`src/rtl/spanctl_pkg.sv`:
```
// Shared types for the span control register block.
// Assumes an 8-bit local data bus; the control layout below is decoded
// bit-for-bit from the control write data.
package spanctl_pkg;

    // Stored control bits; packed MSB first so a cast of wdata[6:0] lines up.
    typedef struct packed {
        logic local_loop;   // bit 6
        logic remote_loop;  // bit 5
        logic e1_mode;      // bit 4
        logic master_sync;  // bit 3
        logic fr_gate;      // bit 2
        logic test1;        // bit 1
        logic irq_en;       // bit 0
    } ctl_t;

    localparam int CTL_W   = $bits(ctl_t);
    localparam int ACK_BIT = 7;

endpackage

```
`src/rtl/spanctl_sync.sv`:
```
// Multi-stage synchronizer for one asynchronous input.
// Assumes the input is a level with no protocol; every stage resets to
// IDLE_VAL so the output reads idle right after reset.
module spanctl_sync #(
    parameter int   STAGES   = 2,
    parameter logic IDLE_VAL = 1'b1
) (
    input  logic clk,
    input  logic rst_n,
    input  logic d,
    output logic q
);
    logic [STAGES-1:0] chain;

    // Shift the input through the stage chain.
    always_ff @(posedge clk) begin
        if (!rst_n) begin
            chain <= {STAGES{IDLE_VAL}};
        end else begin
            chain <= {chain[STAGES-2:0], d};
        end
    end

    assign q = chain[STAGES-1];
endmodule

```
`src/rtl/spanctl_irq.sv`:
```
// Interrupt combiner: holds the internal pending flag and forms the host
// interrupt line. Assumes tick and ack are single-cycle, synchronous strobes
// and fr_active is already synchronized.
module spanctl_irq (
    input  logic clk,
    input  logic rst_n,
    input  logic tick,
    input  logic ack,
    input  logic irq_en,
    input  logic fr_gate,
    input  logic fr_active,
    output logic pend,
    output logic host_irq
);
    // Set on tick, clear on ack; a tick in the same cycle wins.
    always_ff @(posedge clk) begin
        if (!rst_n) begin
            pend <= 1'b0;
        end else if (tick) begin
            pend <= 1'b1;
        end else if (ack) begin
            pend <= 1'b0;
        end
    end

    // Host line: enable gates both the internal and gated framer sources.
    always_comb begin
        host_irq = irq_en & (pend | (fr_active & fr_gate));
    end
endmodule

```
`src/rtl/spanctl_regfile.sv`:
```
// Register file for the span control block: decodes writes to the register
// window, produces the acknowledge strobe and the registered read data.
// Assumes the register window starts at BASE and is five bytes long.
module spanctl_regfile
    import spanctl_pkg::*;
#(
    parameter int          ADDR_W    = 11,
    parameter int          NUM_SPANS = 4,
    parameter int          SEL_W     = 3,
    parameter int          LED_W     = 8,
    parameter logic [10:0] BASE      = 11'h400
) (
    input  logic              clk,
    input  logic              rst_n,
    input  logic [ADDR_W-1:0] addr,
    input  logic              wr,
    input  logic              rd,
    input  logic [7:0]        wdata,
    input  logic              pend,
    input  logic              fr_active,
    output ctl_t              ctl_q,
    output logic [SEL_W-1:0]  sync_q,
    output logic [LED_W-1:0]  led_q,
    output logic              test2_q,
    output logic              newrev_q,
    output logic              ack,
    output logic [7:0]        rdata
);
    localparam logic [ADDR_W-1:0] OFS_SYNC  = ADDR_W'(BASE);
    localparam logic [ADDR_W-1:0] OFS_CTL   = ADDR_W'(BASE + 11'd1);
    localparam logic [ADDR_W-1:0] OFS_LED   = ADDR_W'(BASE + 11'd2);
    localparam logic [ADDR_W-1:0] OFS_TEST  = ADDR_W'(BASE + 11'd3);
    localparam logic [ADDR_W-1:0] OFS_REV   = ADDR_W'(BASE + 11'd4);
    localparam logic [7:0]        MAX_SEL   = 8'(NUM_SPANS);

    // Register writes; out-of-range source codes are dropped.
    always_ff @(posedge clk) begin
        if (!rst_n) begin
            ctl_q    <= '0;
            sync_q   <= '0;
            led_q    <= '0;
            test2_q  <= 1'b0;
            newrev_q <= 1'b0;
        end else if (wr) begin
            case (addr)
                OFS_SYNC: if (wdata <= MAX_SEL) sync_q <= wdata[SEL_W-1:0];
                OFS_CTL:  ctl_q    <= ctl_t'(wdata[CTL_W-1:0]);
                OFS_LED:  led_q    <= wdata[LED_W-1:0];
                OFS_TEST: test2_q  <= wdata[0];
                OFS_REV:  newrev_q <= wdata[0];
                default:  ;
            endcase
        end
    end

    // Acknowledge strobe from the self-clearing control bit.
    always_comb begin
        ack = wr && (addr == OFS_CTL) && wdata[ACK_BIT];
    end

    // Registered read data; only the status address returns non-zero.
    always_ff @(posedge clk) begin
        if (!rst_n) begin
            rdata <= '0;
        end else if (rd && (addr == OFS_SYNC)) begin
            rdata <= {5'b0, fr_active, pend, ctl_q.irq_en};
        end else begin
            rdata <= '0;
        end
    end
endmodule

```
`src/rtl/spanctl_regs.sv`:
```
// Top of the span control register block: register file, interrupt
// combiner, framer interrupt synchronizer and the framer window select.
// Assumes one clock domain for the bus; only framer_irq_n is asynchronous.
module spanctl_regs
    import spanctl_pkg::*;
#(
    parameter int          NUM_SPANS   = 4,
    parameter int          SYNC_STAGES = 2,
    parameter int          WIN_BITS    = 8,
    parameter logic [10:0] BASE        = 11'h400,
    localparam int         ADDR_W      = 11,
    localparam int         SEL_W       = $clog2(NUM_SPANS + 1),
    localparam int         LED_W       = 2 * NUM_SPANS,
    localparam int         IDX_W       = $clog2(NUM_SPANS)
) (
    input  logic              clk,
    input  logic              rst_n,
    input  logic [ADDR_W-1:0] bus_addr,
    input  logic              bus_wr,
    input  logic              bus_rd,
    input  logic [7:0]        bus_wdata,
    output logic [7:0]        bus_rdata,
    output logic [NUM_SPANS-1:0] xcvr_sel,
    input  logic              frame_tick,
    input  logic              framer_irq_n,
    output logic              host_irq,
    output logic [SEL_W-1:0]  sync_src,
    output logic [NUM_SPANS:0] sync_onehot,
    output logic              master_sync_en,
    output logic              e1_mode,
    output logic              remote_loop,
    output logic              local_loop,
    output logic [LED_W-1:0]  led,
    output logic              test1,
    output logic              test2,
    output logic              newrev_mode
);
    localparam logic [ADDR_W-1:0] WIN_END = ADDR_W'(NUM_SPANS << WIN_BITS);

    ctl_t ctl_q;
    logic pend;
    logic ack;
    logic fr_sync_n;
    logic fr_active;
    logic in_win;

    spanctl_sync #(.STAGES(SYNC_STAGES), .IDLE_VAL(1'b1)) i_sync (
        .clk   (clk),
        .rst_n (rst_n),
        .d     (framer_irq_n),
        .q     (fr_sync_n)
    );
    assign fr_active = ~fr_sync_n;

    spanctl_regfile #(
        .ADDR_W(ADDR_W), .NUM_SPANS(NUM_SPANS), .SEL_W(SEL_W),
        .LED_W(LED_W), .BASE(BASE)
    ) i_regs (
        .clk       (clk),
        .rst_n     (rst_n),
        .addr      (bus_addr),
        .wr        (bus_wr),
        .rd        (bus_rd),
        .wdata     (bus_wdata),
        .pend      (pend),
        .fr_active (fr_active),
        .ctl_q     (ctl_q),
        .sync_q    (sync_src),
        .led_q     (led),
        .test2_q   (test2),
        .newrev_q  (newrev_mode),
        .ack       (ack),
        .rdata     (bus_rdata)
    );

    spanctl_irq i_irq (
        .clk       (clk),
        .rst_n     (rst_n),
        .tick      (frame_tick),
        .ack       (ack),
        .irq_en    (ctl_q.irq_en),
        .fr_gate   (ctl_q.fr_gate),
        .fr_active (fr_active),
        .pend      (pend),
        .host_irq  (host_irq)
    );

    // Control fields out to the pins.
    always_comb begin
        master_sync_en = ctl_q.master_sync;
        e1_mode        = ctl_q.e1_mode;
        remote_loop    = ctl_q.remote_loop;
        local_loop     = ctl_q.local_loop;
        test1          = ctl_q.test1;
    end

    // Access falls in the framer windows below the register base.
    always_comb begin
        in_win = (bus_wr || bus_rd) && (bus_addr < WIN_END);
    end

    // One select per framer window, one one-hot bit per clock source.
    for (genvar i = 0; i < NUM_SPANS; i++) begin : g_xsel
        assign xcvr_sel[i] = in_win && (bus_addr[WIN_BITS +: IDX_W] == IDX_W'(i));
    end
    for (genvar s = 0; s <= NUM_SPANS; s++) begin : g_src
        assign sync_onehot[s] = (sync_src == SEL_W'(s));
    end
endmodule

```
`config.mk`:
```
export PLATFORM = sky130hd
export DESIGN_NAME = spanctl_regs
export DESIGN_NICKNAME = d
export VERILOG_FILES = /design/src/rtl/spanctl_pkg.sv /design/src/rtl/spanctl_sync.sv /design/src/rtl/spanctl_irq.sv /design/src/rtl/spanctl_regfile.sv /design/src/rtl/spanctl_regs.sv
export SDC_FILE = /design/constraint.sdc
export NUM_CORES = 1
export LEC_CHECK = 0
export ABC_AREA = 1
export BUFFER_PORTS_ARGS = -buffer_cell sky130_fd_sc_hd__clkbuf_2
export CAP_MARGIN = 20
export CORE_UTILIZATION = 46
export DETAILED_ROUTE_END_ITERATION = 16
export PLACE_DENSITY = 0.79
export SYNTH_ARGS = -nofsm -noshare
export SYNTH_HDL_FRONTEND = slang
export SYNTH_HIERARCHICAL = 1
export SYNTH_SLANG_ARGS = --single-unit
export TNS_END_PERCENT = 10
```
`constraint.sdc`:
```
create_clock -name clk -period 1.2 [get_ports clk]
set_input_delay 0.06 -clock clk [delete_from_list [all_inputs] [get_ports clk]]
set_output_delay 0.06 -clock clk [all_outputs]
set_load 0.01 [all_outputs]
```
After elaboration in Yosys (flattened, before gate mapping) --
Index checks and enable logic that the tools add are counted.
Word-level totals: register bits after elaboration 31, bits of input ports 25, output and inout bits 36, word-level logic and storage cells 53
Operators by class: magnitude comparators 2, equality and inequality tests 12, muxes and demuxes 2, bitwise operators 4, reductions and logical operators 18
Operators with widths (count):
- $eq A11 B11 Y1 const B | 5
- $lt A11 B11 Y1 const B | 1
- $reduce_and A2 Y1 | 5
- $le A8 B3 Y1 const B | 1
- $logic_and A1 B1 Y1 | 8
- $eq A3 B2 Y1 const B | 2
- $eq A2 B2 Y1 const B | 2
- $eq A3 B1 Y1 const B | 1
- $eq A3 B3 Y1 const B | 1
- $logic_not A3 Y1 | 1
- $reduce_and A3 Y1 | 1
- $and A1 B1 Y1 | 2
- $eq A2 B1 Y1 const B | 1
- $logic_not A2 Y1 | 1
- $mux W1 | 2
- $reduce_bool A2 Y1 | 1
- $logic_or A1 B1 Y1 | 1
- $not A1 Y1 | 1
- $or A1 B1 Y1 | 1

Longest topological paths before layout --
Gate-level depths: netlist of run 1.
depth in word-level cells 5, depth in mapped cells 8

Modules after synthesis --
The synthesis of run 1 kept the hierarchy.
Modules (own cells, without submodules):
- spanctl_regfile | instances 1, cells an instance 155, area each 1108.6 µm²
- spanctl_regs | instances 1, cells an instance 21, area each 93.8 µm²
- spanctl_irq | instances 1, cells an instance 9, area each 56.3 µm²
- spanctl_sync | instances 1, cells an instance 6, area each 55.1 µm²

Worst setup path after synthesis of run 1 --
No wires, ideal clock.
path type input to register, from input bus_addr[5], to register i_irq.pend, data arrival time 0.759 ns, required time 1.086 ns, setup slack 0.328 ns, cell stages on the path 8, buffers on the path 0, cell sequence nor2_1 nand2_2 nor2_8 nand2_4 nor2_1 inv_1 nand2_1 a21oi_2
Between the ends: word-level cells in the longest chain between the ends 4
Ends and longest elaborated chain:
- start: declaration | line spanctl_regs.sv:18 | input logic [ADDR_W-1:0] bus_addr,
- $eq A11 B11 Y1 | line spanctl_regfile.sv:58 | ack = wr && (addr == OFS_CTL) && wdata[ACK_BIT];
- $logic_and A1 B1 Y1 (2 in series) | line spanctl_regfile.sv:58
- named net ack | line spanctl_regs.sv:42 | logic ack;
- $reduce_bool A2 Y1 (no line)
- end signal: assignment | line spanctl_irq.sv:18 | pend <= 1'b0;
- end signal: assignment | line spanctl_irq.sv:20 | pend <= 1'b1;
- end signal: assignment | line spanctl_irq.sv:22 | pend <= 1'b0;
- end: declaration | line spanctl_irq.sv:12 | output logic pend,
The timed path passes the listed nets, and every way through them passes these cells. A chain may end at the register's enable or synchronous reset.

Worst setup path after layout of run 1 --
from register i_regs.sync_q[0], to output sync_onehot[1]
Between the ends: word-level cells in the longest chain between the ends 1
Ends and longest elaborated chain:
- start: declaration | line spanctl_regfile.sv:22 | output logic [SEL_W-1:0] sync_q,
- start signal: assignment | line spanctl_regfile.sv:46 | OFS_SYNC: if (wdata <= MAX_SEL) sync_q <= wdata[SEL_W-1:0];
- $eq A3 B1 Y1 | line spanctl_regs.sv:107 | assign sync_onehot[s] = (sync_src == SEL_W'(s));
- end: declaration | line spanctl_regs.sv:28 | output logic [NUM_SPANS:0] sync_onehot,
No other way between the ends.

==> impl_results.md, run 1 <==
* Final antenna diode count at 0
* Synth top area cells: dfxtp_1 (40%), nor2_1 (17%), inv_1 (7.1%), nand2_1 (5.4%), o21ai_1 (4.2%)
* Clock tree buffer depth at 2
* Simple-gate share of the synthesized area at 38.2%
* Status: completed
* HP Class: input port to flip-flop
* Synth Instances at 191
* Die W at 55.4 µm
* Worst hold slack at 0.0217 ns
* Mean Syn Cell Area at 6.88 µm²
* Total routed wirelength at 2.53 mm
* IR drop worst, VDD at 0.696 mV
* Remaining Overflow, GRT at 0
* Via count at 1241
* Layout area overhead at 25.5%
* Port Buffers at 55
* #FFs+latches synth at 26
* Die area at 3070 µm²
* Post-synth top area share at 39.6%
* CTS tree: yes
* Critical path startpoint category: flip-flop
* Clock H-tree levels at 1
* Number of global-route vias before repair at 1077
* Library cells used by synthesis at 25
* Worst EP arrival at 1.03 ns
* Pins over their slew limit at 0
* Total track usage at 17.7%
* CP Data Required Time at 1.14 ns
* Crit path cell chain: inv_2, nor3_1, clkbuf_2
* Clock Pin Slew Worst Setup and Hold Paths at 0.12 ns
* Multiplexer share of the synthesized area at 0%
* Worst setup EP type: output port
* Largest net degree at the start of global routing at 25
* Hold Vio Cnt, Final at 0
* Setup-failing EPs final at 0
* Gpl congestion at 0.789
* Post-synthesis compound-gate area fraction at 8.57%
* Most common cell after layout, fill and taps aside: nor2_1
* ANT nets after route at 0
* Initial Util at 48.1%
* Tcrit/Tclk final at 90.6%
* First-pass iteration count of the detailed router at 4
* Row cnt at 19
* 1st-iter DRT viols at 59
* Number of buffers created by CTS at 3
* Pwr dens at 840 nW/µm²
* Wire per inst at 9.05 µm
* Initial antenna violation count at 0
* IO Pins at 61
* DIE HEIGHT at 55.4 µm
* Layout Utilization at 60.3%
* Setup repair bufs after CTS at 0
* Tmin final at 1.09 ns
* Critical path fanouts, max at 6
* Clk_skew at 0.000193 ns
* Setup Crit Path Kind: flip-flop to output port
* Setup TNS at 0 ns
* Static Leak at 0.000878 µW
* Vias per std cell at 4.45
* DRC viols at 0
* Most frequent cells in the layout: nor2_1 (59), clkbuf_2 (54), inv_1 (24)
* Crit-path slowest cell: dfxtp_2
* Post-DP HPWL at 2.05 mm
* MaxCap Viol Count at 0
* Crit path largest cell delay at 0.40 ns
* Skew-Pair Late Insertion Delay at 0.30 ns
* FMAX at 0.920 GHz
* Seq/Total Area, Yosys at 39.6%
* Share of cells above drive strength 1 at 33.9%
* Post-synthesis adder-cell area fraction at 0%
* Core region area at 2730 µm²
* Clock Sinks at 26
* First-pass GRT wire length at 4.42 mm
* Post-synthesis cell area at 1310 µm²
* Yosys warnings at 6
* Root buf cell: clkbuf_4
* RSZ-0062 raised after global routing: false
* Largest family of logic cells by synthesized area: simple AND/OR/NAND/NOR gates
* Net count, final at 275
* XOR/XNOR share of the synthesized area at 0%
* Synth area leader: dfxtp_1
-- cells by family after synthesis --
group	count (synthesis)
AOI/OAI and AO/OA	21
buffers and inverters	39
DFF	26
other	1
and+or+nand+nor	104
-- sequential cells by signal (all words and copies together) (netlist names) --
signal,cells
i_regs/rdata,3
i_sync/chain,2
i_regs/newrev_q,1
i_regs/ctl_q,7
i_irq/pend,1
i_regs/sync_q,3
i_regs/led_q,8
i_regs/test2_q,1
-- repair_timing --
item	CTS	global route
endpoints found under the setup margin	0	4
resized for setup	0	6
endpoints found under the hold margin	2	0
hold buffers	2	0
-- critical path: cells and delay by family, from the launching register on --
kind | cells | cell delay [ns]
buffers and inverters | 2 | 0.21
DFF | 1 | 0.40
and+or+nand+nor | 1 | 0.12
-- per-stage QoR --
stage          cells  cell area (µm²)  total power (µW)  worst slack (ns)
4_1_cts          279             1640              1410            0.0117
5_1_grt          279             1650              1470           0.00848
6_report         279             1650              1390             0.113
2_1_floorplan    195             1330               994             0.328
3_3_place_gp     274             1600              1060             0.145
3_5_place_dp     274             1600              1060             0.123
-- layer usage --
metal,GRT usage (%),wire length (µm),up-vias
li1,-,-,687
met1,22.7,1200,522
met2,30.3,1220,30
met3,4.22,88,2
met4,3.21,14,0
met5,0,0,-
-- final cells by class --
type	count	area (µm²)
well taps	31	38.8
repair buffers	57	295
fillers	254	1080
clock buffers	3	22.5
multi-input cells	130	638
inverters	32	130
flip-flops and latches	26	524
-- cells in the mapped netlist --
cell type  number
inv_1          25
nor2_4          4
buf_4           5
o21ai_1        11
o21ai_2         1
nand2_2         2
a21oi_1         3
clkinv_1        2
dfxtp_1        26
nor3_1          4
conb_1          1
o21ai_0         5
nand3_1         7
a21oi_2         1
nor2_1         59
nor3_2          1
nor2_8          1
clkbuf_1        2
nand3_2         2
clkinv_4        2
nand2_1        19
nor2_2          1
nand2_4         3
inv_2           3
nand4_1         1
-- path summary, 6_finish.rpt --
kind              slack, ns              from  cells past startpoint          endpoint
setup / recovery       0.11  i_regs/sync_q[0]                      3    sync_onehot[1]
hold / removal         0.02      bus_wdata[4]                      3   i_regs/led_q[4]
setup reg to reg       0.57  i_regs/sync_q[2]                      2  i_regs/sync_q[2]
hold reg to reg        0.42   i_sync/chain[0]                      2   i_sync/chain[1]
-- report_power, final --
part           leakage, µW  total (µW)  switching, µW  internal, µW
sequential        0.000212         871           2.70           868
clock            0.0000138         339            222           117
combinational     0.000653         175            108          67.2
(Power assumes the default switching activity.)
==> run 2: changes to the inputs <==
- CORE_MARGIN: not set -> 2
==> impl_results.md, run 2 (synthesis gave the netlist of run 1 again) <==
* Status: completed (unchanged)
* Worst setup EP type: output port (unchanged)
* First-pass GRT wire length at 4.45 mm (was 4.42 mm)
* Wire per inst at 9.62 µm (was 9.05 µm)
* Initial antenna violation count at 0 (unchanged)
* Worst reg2reg path endpoint: i_regs/sync_q[2] (unchanged)
* CP Data Required Time at 1.14 ns (about the same)
* Port Buffers at 55 (unchanged)
* Remaining Overflow, GRT at 0 (unchanged)
* Worst EP arrival at 1.05 ns (was 1.03 ns)
* Hold depth at 3 (unchanged)
* Pwr dens at 970 nW/µm² (was 840 nW/µm²)
* Gpl congestion at 0.752 (was 0.789)
* Root buf cell: clkbuf_4 (unchanged)
* Number of buffers created by CTS at 3 (unchanged)
* Critical path fanouts, max at 5 (was 6)
* IR drop worst, VDD at 1.27 mV (was 0.696 mV)
* Met2 Use GR at 28.9% (was 30.3%)
* IO Pins at 61 (unchanged)
* Clock H-tree levels at 1 (unchanged)
* Vias per std cell at 4.55 (was 4.45)
* Clock share of power at 35.6% (was 24.5%)
* Clk_skew at 0.000256 ns (was 0.000193 ns)
* Hold_sp: bus_rd (was bus_wdata[4])
* Net count, final at 276 (was 275)
* Number of global-route vias before repair at 1053 (was 1077)
* DIE HEIGHT at 57.4 µm (was 55.4 µm)
* Layout Utilization at 61.6% (was 60.3%)
* Placed cell count at 274 (unchanged)
* First-pass iteration count of the detailed router at 4 (unchanged)
* FMAX at 0.898 GHz (was 0.920 GHz)
* Critical path startpoint category: flip-flop (unchanged)
* Hold Vio Cnt, Final at 0 (unchanged)
* Tcrit/Tclk final at 92.8% (was 90.6%)
* 1st-iter DRT viols at 44 (was 59)
* R2R Setup Slk at 0.58 ns (was 0.57 ns)
* DRC viols at 0 (unchanged)
* Setup TNS at 0 ns (unchanged)
* Setup-failing EPs final at 0 (unchanged)
* Initial Util at 48.1% (unchanged)
* Clock Sinks at 26 (unchanged)
* HP Class: input port to flip-flop (unchanged)
* Max reg flops at 8 (unchanged)
* Total track usage at 17.0% (was 17.7%)
* Setup Crit Path Kind: flip-flop to output port (unchanged)
* Hold Path Sink: i_regs/rdata[2] (was i_regs/led_q[4])
* Largest Register: i_regs/led_q (unchanged)
* Die W at 57.4 µm (was 55.4 µm)
* Reg2reg start: i_regs/sync_q[2] (unchanged)
* Most common cell after layout, fill and taps aside: nor2_1 (unchanged)
* Met3 GRT Util at 4.31% (was 4.22%)
* Clock Pin Slew Worst Setup and Hold Paths at 0.14 ns (was 0.12 ns)
* ANT nets after route at 0 (unchanged)
* Crit-path leading delay family: flip-flops (unchanged)
* RSZ-0062 raised after global routing: true (was false)
* Switching pwr at 358 µW (was 333 µW)
* Total routed wirelength at 2.70 mm (was 2.53 mm)
* Register share of total power at 53.3% (was 62.9%)
* R2r worst-path depth at 2 (unchanged)
* Pins over their slew limit at 0 (unchanged)
* Power share of the combinational group at 11.1% (was 12.7%)
* Die area at 3300 µm² (was 3070 µm²)
* Layout area overhead at 28.2% (was 25.5%)
* Pint at 1280 µW (was 1050 µW)
* Largest net degree at the start of global routing at 25 (unchanged)
* Final antenna diode count at 0 (unchanged)
* Post-layout power at 1630 µW (was 1390 µW)
* Setup repair bufs after CTS at 0 (unchanged)
* Met1 GRT Util at 21.4% (was 22.7%)
* Share of cells above drive strength 1 at 33.2% (was 33.9%)
* Gr busiest metal: met2 (unchanged)
* Top flop regs: i_regs/led_q: 8 flops, i_regs/ctl_q: 7 flops (unchanged)
* Core region area at 2730 µm² (unchanged)
* Crit-path slowest cell: dfxtp_2 (unchanged)
* MaxCap Viol Count at 0 (unchanged)
* Sw Share at 21.9% (was 24.0%)
* Via count at 1279 (was 1241)
* Crit path largest cell delay at 0.38 ns (was 0.40 ns)
* Most frequent cells in the layout: nor2_1 (59), clkbuf_2 (53), inv_1 (25) (was nor2_1 (59), clkbuf_2 (54), inv_1 (24))
* Tmin final at 1.11 ns (was 1.09 ns)
* Crit path cell chain: inv_1, nor3_2, buf_2 (was inv_2, nor3_1, clkbuf_2)
* Static Leak at 0.000892 µW (was 0.000878 µW)
* Row cnt at 19 (unchanged)
* Post-Layout Cell Count at 281 (was 279)
* Clock tree buffer depth at 2 (unchanged)
* CTS tree: yes (unchanged)
* WP buf/inv at 2 (unchanged)
* Skew-Pair Late Insertion Delay at 0.32 ns (was 0.30 ns)
* Post-DP HPWL at 2.11 mm (was 2.05 mm)
==> run 2: worst max-delay path by stage <==
stage,from,cells past startpoint,end
finish,i_regs/sync_q[1],3,sync_onehot[3]
global route,i_regs/sync_q[1],3,sync_onehot[2]
CTS,i_regs/sync_q[1],3,sync_onehot[3]
detailed placement,bus_addr[9],9,i_irq/pend
global placement,bus_addr[9],9,i_irq/pend
floorplan,bus_addr[5],8,i_irq/pend
==> run 2: worst reg2reg max path: cells and delay by family, from the launching register on <==
kind	cells	cell delay [ns]
flops	1	0.38
simple gates	2	0.16
==> run 2: per-layer routing <==
layer	share of wire, %	routed length, µm	vias up
met3	5.3	142	2
met4	0.70	19	0
met2	49	1330	34
met1	45	1220	559
li1	-	-	684
met5	0	0	-
==> run 2: per-stage QoR <==
step / hold slack, ns / cell area (µm²) / setup slack [ns]
final: 0.0122 / 1680 / 0.0861
after global routing: 0.00201 / 1680 / 0.00192
after floorplan: 0.129 / 1330 / 0.328
after detailed placement: 0.242 / 1600 / 0.111
after CTS: 0.00809 / 1670 / 0.00756
after global placement: 0.240 / 1600 / 0.145
==> run 2: cell type report <==
cell class | count | area (µm²)
Timing Repair Buffer | 58 | 305
Clock buffer | 3 | 22.5
Tap cell | 31 | 38.8
Fill cell | 253 | 1050
Multi-Input combinational cell | 130 | 633
Inverter | 32 | 130
Sequential cell | 26 | 524
Clock inverter | 1 | 30.0
==> run 2: what timing repair did <==
item                       4_1_cts  5_1_grt
hold buffers                     2        1
setup endpoints to repair        0        5
hold endpoints to repair         2        1
gates resized for setup          0        5
==> run 2: power by group through the flow <==
| stage | sequential (µW) | clock (µW) | combinational, µW |
|---|---|---|---|
| detailed placement | 891 | 0 | 170 |
| floorplan | 890 | 0 | 104 |
| finish | 871 | 582 | 181 |
| global route | 872 | 634 | 204 |
| global placement | 890 | 0 | 168 |
| CTS | 872 | 596 | 176 |
